<file path="src/rtl/cfgport_pkg.sv">
package cfgport_pkg;
  localparam int DEC_W = 9;
  localparam logic [7:0] IDX_OFF = 8'h78;
  localparam logic [7:0] DATA_OFF = 8'h7C;
  localparam logic [7:0] REG_BASE = 8'h50;
  localparam int REG_COUNT = 10;
  localparam logic [7:0] CHAN_REG = 8'h51;
  localparam int LOCK_BIT = 7;
  localparam int HIGH_BIT = 5;
  localparam int PEND_BIT = 2;
  localparam logic [7:0] ID_BASE = 8'h60;
  localparam logic [2:0] REVISION = 3'b010;

  typedef struct packed {
    logic acc;
    logic wr;
    logic [DEC_W-1:0] addr;
    logic [7:0] wdata;
  } portStrobe_t;

  function automatic logic [7:0] writeMask(input int off);
    case (off)
      1, 2, 4, 6, 8, 9: writeMask = 8'hFF;
      3, 5: writeMask = 8'hC0;
      7: writeMask = 8'hDC;
      default: writeMask = 8'h00;
    endcase
  endfunction

  function automatic logic [7:0] resetValue(input int off);
    resetValue = (off == 9) ? 8'h40 : 8'h00;
  endfunction
endpackage

</file>
<file path="src/rtl/cfgport_ctrl.sv">
module cfgport_ctrl
  import cfgport_pkg::*;
#(
  parameter int ADDR_W = 10,
  parameter int DATA_W = 32
) (
  input  logic              clk,
  input  logic              rst,
  input  logic              reqValid,
  input  logic              reqWrite,
  input  logic [1:0]        reqSize,
  input  logic [ADDR_W-1:0] reqAddr,
  input  logic [DATA_W-1:0] reqWdata,
  input  logic [7:0]        rbyte,
  output portStrobe_t       strobe,
  output logic              busy,
  output logic              done,
  output logic [DATA_W-1:0] rdata
);
  localparam int BYTES = DATA_W / 8;
  localparam int IDX_W = (BYTES > 1) ? $clog2(BYTES) : 1;

  logic              active;
  logic              isWr;
  logic [IDX_W-1:0]  byteIdx;
  logic [IDX_W-1:0]  lastIdx;
  logic [ADDR_W-1:0] addrL;
  logic [DATA_W-1:0] wdataL;
  logic [DATA_W-1:0] accum;
  logic [ADDR_W-1:0] curAddr;
  logic [IDX_W-1:0]  sizeLast;

  always_comb begin
    case (reqSize)
      2'd0: sizeLast = '0;
      2'd1: sizeLast = IDX_W'(1);
      default: sizeLast = IDX_W'(BYTES - 1);
    endcase
  end

  assign curAddr = addrL + ADDR_W'(byteIdx);

  always_comb begin
    strobe.acc = active;
    strobe.wr = isWr;
    strobe.addr = curAddr[DEC_W-1:0];
    strobe.wdata = wdataL[8*byteIdx +: 8];
  end

  always_ff @(posedge clk) begin
    if (rst) begin
      active <= 1'b0;
      done <= 1'b0;
      isWr <= 1'b0;
      byteIdx <= '0;
      lastIdx <= '0;
      addrL <= '0;
      wdataL <= '0;
      accum <= '0;
    end else begin
      done <= 1'b0;
      if (!active) begin
        if (reqValid) begin
          active <= 1'b1;
          isWr <= reqWrite;
          byteIdx <= '0;
          lastIdx <= sizeLast;
          addrL <= reqAddr;
          wdataL <= reqWdata;
          accum <= '0;
        end
      end else begin
        if (!isWr) accum[8*byteIdx +: 8] <= rbyte;
        if (byteIdx == lastIdx) begin
          active <= 1'b0;
          done <= 1'b1;
        end else begin
          byteIdx <= byteIdx + 1'b1;
        end
      end
    end
  end

  assign busy = active;
  assign rdata = accum;
endmodule

</file>
<file path="src/rtl/cfgport_dp.sv">
module cfgport_dp
  import cfgport_pkg::*;
#(
  parameter logic [1:0] INSTANCE = 2'd0
) (
  input  logic        clk,
  input  logic        rst,
  input  logic        lockStrap,
  input  logic        highBaseStrap,
  input  logic        irqSet,
  input  portStrobe_t strobe,
  output logic [7:0]  rbyte,
  output logic [7:0]  chanCtrl,
  output logic        decodeUpdate,
  output logic        cfgMode,
  output logic        lockOn
);
  localparam logic [7:0] DEV_ID = ID_BASE | {6'd0, INSTANCE};
  localparam int OFF_W = $clog2(REG_COUNT);

  logic [7:0] regVal [REG_COUNT];
  logic [7:0] index;
  logic [7:0] offFull;
  logic [OFF_W-1:0] regOff;
  logic inWindow;
  logic [DEC_W-1:0] baseAddr;
  logic isIdx, isData, dataWr, dataRd;

  assign lockOn = regVal[0][LOCK_BIT];
  assign baseAddr = {regVal[0][HIGH_BIT], IDX_OFF};
  assign isIdx = strobe.addr == baseAddr;
  assign isData = strobe.addr == {regVal[0][HIGH_BIT], DATA_OFF};
  assign dataWr = strobe.acc && strobe.wr && isData;
  assign dataRd = strobe.acc && !strobe.wr && isData;
  assign offFull = index - REG_BASE;
  assign inWindow = offFull < 8'(REG_COUNT);
  assign regOff = offFull[OFF_W-1:0];

  always_comb begin
    if (isIdx) rbyte = cfgMode ? index : 8'hFF;
    else if (isData) rbyte = inWindow ? regVal[regOff] : 8'h00;
    else rbyte = 8'hFF;
  end

  for (genvar g = 0; g < REG_COUNT; g++) begin : gReg
    logic [7:0] q;
    if (g == 0) begin : gStatus
      logic clrPend;
      assign clrPend = dataRd && (index == REG_BASE);
      always_ff @(posedge clk) begin
        if (rst) begin
          q <= {lockStrap, 1'b0, highBaseStrap, INSTANCE, REVISION};
        end else if (irqSet) begin
          q[PEND_BIT] <= 1'b1;
        end else if (clrPend) begin
          q[PEND_BIT] <= 1'b0;
        end
      end
    end else begin : gPlain
      always_ff @(posedge clk) begin
        if (rst) q <= resetValue(g);
        else if (dataWr && index == REG_BASE + 8'(g)) q <= strobe.wdata & writeMask(g);
      end
    end
    assign regVal[g] = q;
  end

  always_ff @(posedge clk) begin
    if (rst) begin
      cfgMode <= 1'b1;
      index <= 8'h00;
      decodeUpdate <= 1'b0;
    end else begin
      decodeUpdate <= dataWr && (index == CHAN_REG);
      if (strobe.acc && strobe.wr && isIdx) begin
        if (cfgMode) index <= strobe.wdata;
        else if (lockOn && strobe.wdata == DEV_ID) cfgMode <= 1'b1;
      end
      if (strobe.acc && isData && lockOn) cfgMode <= 1'b0;
    end
  end

  assign chanCtrl = regVal[1];
endmodule

</file>
<file path="src/rtl/idx_cfg_port.sv">
module idx_cfg_port
  import cfgport_pkg::*;
#(
  parameter int ADDR_W = 10,
  parameter int DATA_W = 32,
  parameter logic [1:0] INSTANCE = 2'd0
) (
  input  logic              clk,
  input  logic              rst,
  input  logic              lockStrap,
  input  logic              highBaseStrap,
  input  logic              irqSet,
  input  logic              reqValid,
  input  logic              reqWrite,
  input  logic [1:0]        reqSize,
  input  logic [ADDR_W-1:0] reqAddr,
  input  logic [DATA_W-1:0] reqWdata,
  output logic              busy,
  output logic              done,
  output logic [DATA_W-1:0] rdata,
  output logic [7:0]        chanCtrl,
  output logic              decodeUpdate
);
  portStrobe_t strobe;
  logic [7:0] rbyte;
  logic cfgMode;
  logic lockOn;

  cfgport_ctrl #(.ADDR_W(ADDR_W), .DATA_W(DATA_W)) uCtrl (
    .clk(clk), .rst(rst), .reqValid(reqValid), .reqWrite(reqWrite),
    .reqSize(reqSize), .reqAddr(reqAddr), .reqWdata(reqWdata),
    .rbyte(rbyte), .strobe(strobe), .busy(busy), .done(done), .rdata(rdata)
  );

  cfgport_dp #(.INSTANCE(INSTANCE)) uDp (
    .clk(clk), .rst(rst), .lockStrap(lockStrap), .highBaseStrap(highBaseStrap),
    .irqSet(irqSet), .strobe(strobe), .rbyte(rbyte), .chanCtrl(chanCtrl),
    .decodeUpdate(decodeUpdate), .cfgMode(cfgMode), .lockOn(lockOn)
  );
endmodule

</file>
<file path="config.mk">
export PLATFORM = sky130hd
export DESIGN_NAME = idx_cfg_port
export DESIGN_NICKNAME = d
export VERILOG_FILES = /design/src/rtl/cfgport_pkg.sv /design/src/rtl/cfgport_ctrl.sv /design/src/rtl/cfgport_dp.sv /design/src/rtl/idx_cfg_port.sv
export SDC_FILE = /design/constraint.sdc
export NUM_CORES = 1
export LEC_CHECK = 0
export BUFFER_PORTS_ARGS = -buffer_cell sky130_fd_sc_hd__buf_4
export CAP_MARGIN = 30
export CORE_MARGIN = 1.5
export CORE_UTILIZATION = 60
export CTS_CLUSTER_DIAMETER = 30
export DETAILED_ROUTE_END_ITERATION = 8
export PLACE_DENSITY = 0.83
export SYNTH_ARGS = -nofsm -noshare
export SYNTH_HDL_FRONTEND = slang
export SYNTH_SLANG_ARGS = --single-unit
</file>
<file path="constraint.sdc">
create_clock -name clk -period 4.8 [get_ports clk]
set_input_delay 0.48 -clock clk [delete_from_list [all_inputs] [get_ports clk]]
set_output_delay 0.48 -clock clk [all_outputs]
set_load 0.02 [all_outputs]
</file>
==> metrics, run 1 <==
status completed; Netlist cell types 60; Int Pwr 2110 uW; CP Depth 9; largest family of logic cells by synthesized area simple AND/OR/NAND/NOR gates; crit path capture type register; CP max-delay cell o32ai_1; n_diodes 0; worst-margin pin slew 892 ps; DIE AREA 0.0117 mm^2; RSZ-0062 raised after global routing no; Max Root-Sink Buffers 2; IO Pins 94; Post-synth top flop dfxtp_1; # port buffers 92; Ys Warns 0; Row Count 38; post-DR vias/cell 6.14; Max-Slew Margin vs Limit 40.5%; htree depth 4; Critical path buffers and inverters 2; hold_buf cts 0; total track usage 30.4%; worst r2r src uCtrl.byteIdx[1]; FF-to-FF path depth 9; routability-driven placement congestion ratio 0.884; first-pass GRT wire length 27500 um; Critical Path AT a little under 4000 ps; mapped cell area 0.00662 mm^2; max cap viols 0; Yosys top cell by area dfxtp_1; fin crit share 74.7%; Post-DP HPWL 11400 um; Seq cells post-synth 150; peak supply drop 214 uV; CP top delay family compound AO/OA/AOI/OAI gates; Mapped Nets 791; sequential fraction of the synthesis area 45.7%; post-synthesis compound-gate area fraction about an eighth; # DRC 0; Adder-Cell Fraction of Synth Area under 10%; Routed Antenna Nets 0; number of antenna violations at the first check in global routing 0; DR vias slightly below 6000; internal reg-to-reg setup slack 1220 ps; Pre-antenna DRT Iters 7; switching portion of total power 24.1%; Initial Util 61.3%; Final Hold Viols 0; Syn Area/Cell between 9 and 10 um^2; final setup fails 0; Startpoint Class register; WP data required 5190 ps; die span in x between 100 and 150 um; number of post-CTS setup repair buffers 0; Crit Path Category reg -> reg; Setup Skew 4.40 ps; drt initial violations 577; post-synthesis mux area share 15.2%; Peak Freq approximately 280 MHz; FFs w/ async S/R, synth 0%; routed len/inst about 18 um; P&R area growth vs syn 20.4%; worst-path maximum fanout 14; RR Endpoint uCtrl.rdata[22]; Core Box Area approximately 0.011 mm^2; Sink Count 150; Worst-Skew Late Latency 530 ps; power per cell area 349 mW/mm^2; Final nets 864; largest net degree at the start of global routing 78; Worst setup startpoint uCtrl.byteIdx[1]; slowest stage delay, CP 610 ps; share of post-route cells with drive strength above 1 20.0%; XOR/XNOR Fraction of Synth Area 0.775%; Resized cells post-CTS 0; Setup crit end uCtrl.rdata[22]; switching power 668 uW; GRT Residual Overflow 0; number of synthesized flops with an enable pin 2; vias in the first global route 5562; Die Ht between 100 and 150 um; final period demand of the worst path approximately 3600 ps; CTS tree built; Root Driver clkbuf_8; Simple-Gate Fraction of Synth Area between 20 and 25%; total CTS buffers 17; Hold Path Class in -> reg; Tot Pwr roughly 2800 uW; worst-path cell chain buf_4 -> inv_1 -> fa_1 -> nand2b_1 -> o32a_1 -> o22a_1 -> or2_2 -> o32ai_1 -> o21ai_0; Synth area leaders dfxtp_1, mux2i_1, nand2_1; Slew Viols, Final 0; final wirelength 17100 um; Mapped Cells 733; Yosys top cell area share between 40 and 50%; Reg clk slew, reported paths roughly 60 ps; combinational share of power 7.7%; fillers 764; final setup TNS 0 ps; leak pwr roughly 0.0030 uW; Flop pwr share 47.0%; Clk pwr share a little under half
## layer usage
metal | vias to the layer above | track usage, % | wire, um
li1 | 2717 | - | -
met1 | 2789 | 37.9 | 6860
met2 | 310 | 50.0 | 8370
met3 | 61 | 6.87 | 1270
met4 | 0 | 14.6 | 557
met5 | - | 0 | 0
## cells in the mapped netlist (all sizes together), types with 9 or more instances
library cell and number:
a21oi 66, buf 14, clkbuf 36, dfxtp 148, inv 12, mux2i 77
mux4 10, nand2 125, nand3 16, nor2 73, nor2b 9, nor4 11
o21ai 44
## worst register-to-register path, cell delays in order, from the launching register on
cell and delay (ps):
dfxtp_1 310, buf_4 230, inv_1 130, fa_1 550, nand2b_1 200, o32a_1 180
o22a_1 500, or2_2 540, o32ai_1 610, o21ai_0 180
## cells by family after synthesis
| group | Yosys count |
|---|---|
| AND/OR/NAND/NOR | 276 |
| flip-flops | 150 |
| AO/OA/AOI/OAI | 145 |
| multiplexers | 88 |
| buffers and inverters | 62 |
| adder cells (fa/ha/maj) | 7 |
| XOR/XNOR | 5 |
## power groups by stage
stage	logic [uW]	registers (uW)	clock network (uW)
CTS	210	1300	1260
detailed placement	208	1330	0
global placement	201	1330	0
floorplan	123	1330	0
finish	212	1300	1260
global route	231	1310	1320
## layout make-up
class	instances	area, um^2	area share, %
clock buffers	20	467	5.86
clock inverters	10	97.6	1.23
inverters	12	45.0	0.566
multi-input cells	521	3360	42.2
flip-flops and latches	150	3020	38.0
well taps	140	175	2.20
repair buffers	104	796	9.99
## cell usage in the layout, fill, tap and decap left out, types with 4 or more instances in the layout
master,Yosys,routed
a21oi_1,66,66
nand3_1,16,16
a41o_1,5,5
inv_1,12,12
mux2i_1,77,77
or3_1,5,5
nor3_1,6,6
nor2b_1,9,8
ha_1,6,6
nand2b_1,7,7
dfxtp_1,148,148
o21ai_0,44,44
nor2_1,73,73
mux4_2,10,10
clkbuf_16,0,17
a22o_1,4,4
nor4_4,6,6
buf_4,2,102
nand4_1,5,5
nand2_1,125,125
## sequential cells by signal, indices dropped and copies added (netlist names)
register	cells
uCtrl.addrL	9
uCtrl.busy	1
uCtrl.byteIdx	2
uCtrl.done	1
uCtrl.isWr	1
uCtrl.lastIdx	2
uCtrl.rdata	32
uCtrl.wdataL	32
uDp.cfgMode	1
uDp.chanCtrl	8
uDp.decodeUpdate	1
uDp.gReg.q	52
uDp.index	8
## how the worst min path moves through the flow
stage          cells past startpoint        startpoint                to  slack (ps)
4_1_cts                            1         lockStrap  uDp.gReg[0].q[7]         130
2_1_floorplan                      2  uCtrl.wdataL[16]  uCtrl.wdataL[16]         430
3_3_place_gp                       2    uCtrl.rdata[5]    uCtrl.rdata[5]         440
5_1_grt                            1         lockStrap  uDp.gReg[0].q[7]         120
6_report                           1         lockStrap  uDp.gReg[0].q[7]         130
3_5_place_dp                       2   uCtrl.rdata[14]   uCtrl.rdata[14]         440
## metrics by stage
step	cell area (um^2)	instances	hold WS (ps)	utilization, %	setup slack, ps
detailed placement	7380	926	445	68.4	1060
finish	7960	957	131	73.8	1220
global placement	7360	924	437	68.2	1170
CTS	7950	956	125	73.6	986
global route	7960	957	121	73.8	938
floorplan	6620	733	433	-	1610
Note: power is estimated with default switching activity, not from simulation.
==> inputs of run 2 (changes only) <==
CORE_UTILIZATION = 57   (was 60)
PLACE_DENSITY = 0.79   (was 0.83)
clock period = 3.4 ns   (was 4.8 ns; I/O delays follow)
==> metrics, run 2 (same netlist as run 1, synthesis figures left out) <==
final setup TNS 0 ps (unchanged); number of post-CTS setup repair buffers 0 (unchanged); # DRC 0 (unchanged); flip-flop count of the largest register after layout 52 (unchanged); drt initial violations 421 (-27%); Crit Path Category reg -> reg; Worst-Skew Late Latency 430 ps (-100 ps); leak pwr 0.00303 uW (+2.7%); worst-path maximum fanout 9 (-5); routed len/inst 17.7 um (-0.39%); Slew Viols, Final 0 (unchanged); max cap viols 0 (unchanged); largest net degree at the start of global routing 69 (-12%); Reg clk slew, reported paths 60 ps (about the same); Hold Path Class in -> reg; RSZ-0062 raised after global routing no; internal reg-to-reg setup slack 320 ps (-900 ps); power per cell area 512 mW/mm^2 (+47%); peak supply drop 438 uV (+100%); commonest non-fill, non-tap cells in the layout dfxtp_1, nand2_1, buf_4, mux2i_1, nor2_1; final period demand of the worst path 3080 ps (-501 ps); Row Count 39 (+2.6%); area of the multi-input gates 0.00336 mm^2 (unchanged); CTS tree built; first-pass GRT wire length 28000 um (+1.8%); GRT Residual Overflow 0 (unchanged); Final Non-Filler Cells 972 (+1.6%); n_diodes 0 (unchanged); # port buffers 92 (unchanged); final setup fails 0 (unchanged); WP data required 3690 ps (-1500 ps); Post-DP HPWL 11800 um (+3.5%); Core Box Area 0.0114 mm^2 (+5.3%); Startpoint Class register; GR Util met2 47.7% (-2.3 points); fin crit share 90.7% (+16 points); routability-driven placement congestion ratio 0.900 (+1.8%); Max-Slew Margin vs Limit 46.6% (+6.0 points); Resized cells post-CTS 0 (unchanged); final wirelength 17200 um (+1.2%); number of antenna violations at the first check in global routing 0 (unchanged); Pre-antenna DRT Iters 8 (+1); met3 usage 6.51% (-0.37 points); die span in x 111 um (+2.5%); Critical Path AT 3370 ps (-600 ps); total CTS buffers 17 (unchanged); layer with the highest usage met2; post-DR vias/cell 5.95 (-3.2%); met1 usage 35.9% (-2.1 points); share of post-route cells with drive strength above 1 20.9% (+0.92 points); P&R area growth vs syn 22.4%; fillers 816 (+6.8%); most common cell after layout, fill and taps aside dfxtp_1; placed cell count 940 (+1.5%); Sink Count 150 (unchanged); Final nets 874 (+1.2%); htree depth 4 (unchanged); vias in the first global route 5641 (+1.4%); Die Ht 111 um (+2.5%); DIE AREA 0.0123 mm^2 (+5.1%); Peak Freq 324 MHz (+16%); IO Pins 94 (unchanged); Routed Antenna Nets 0 (unchanged); hold_buf cts 0 (unchanged); DR vias 5780 (-1.7%); CP max-delay cell nor4_1; Setup Skew 10.1 ps (+5.68 ps); status completed; Root Driver clkbuf_16; Max Root-Sink Buffers 2 (unchanged); Initial Util 58.2% (-3.1 points); crit path capture type register; Reg with most FFs uDp.gReg.q; flip-flop and latch area 0.00302 mm^2 (unchanged); total track usage 28.4% (-2.0 points); worst-margin pin slew 791 ps (-101 ps); Layout Utilization 71.2% (-2.6 points); Final Hold Viols 0 (unchanged); worst-path cell chain ha_1 -> inv_1 -> fa_1 -> buf_4 -> nand2b_1 -> o32a_1 -> o22a_1 -> buf_4 -> nor4_1 -> mux2i_1 -> nor2_1; Most common cell on crit path buf_4; slowest stage delay, CP 630 ps (+20 ps)
[run 2: cell type report]
| type | count | share of cell area [%] |
|---|---|---|
| Clock buffer | 21 | 5.69 |
| Sequential cell | 150 | 37.3 |
| Inverter | 12 | 0.556 |
| Timing Repair Buffer | 114 | 10.6 |
| Multi-Input combinational cell | 521 | 41.5 |
| Clock inverter | 11 | 2.12 |
| Tap cell | 143 | 2.21 |
[run 2: path summary, 6_finish.rpt]
| check | startpoint | to | depth (start not counted) |
|---|---|---|---|
| max | uCtrl.addrL[0] | uDp.gReg[3].q[7] | 11 |
| min | highBaseStrap | uDp.gReg[0].q[5] | 1 |
| max reg2reg | uCtrl.addrL[0] | uDp.gReg[3].q[7] | 11 |
| min reg2reg | uCtrl.wdataL[25] | uCtrl.wdataL[25] | 2 |
[run 2: critical path: cells and delay by family (launching register included)]
kind / cells / cell delay (ps)
mux: 1 / 280
compound gates: 2 / 440
flops: 1 / 330
fa+ha+maj: 2 / 590
buf+inv: 3 / 470
simple gates: 3 / 840
[run 2: report_power, final]
part | total (uW) | switching (uW) | internal (uW)
combinational | 300 | 181 | 119
sequential | 1840 | 32.6 | 1810
clock | 2000 | 732 | 1270
total | 4140 | 946 | 3200
[run 2: through the flow]
stage	setup WS, ps	cell area, um^2	total power, uW	hold slack, ps
floorplan	206	6620	2050	433
global placement	502	7460	2160	437
detailed placement	385	7460	2170	447
CTS	381	8100	4150	85.4
global route	189	8100	4270	84.2
finish	317	8100	4140	90.7
[run 2: metal layers]
metal / up-vias / wire length [um]
met2: 238 / 8420
met5: - / 0
met4: 0 / 365
li1: 2729 / -
met3: 32 / 1200
met1: 2781 / 7260
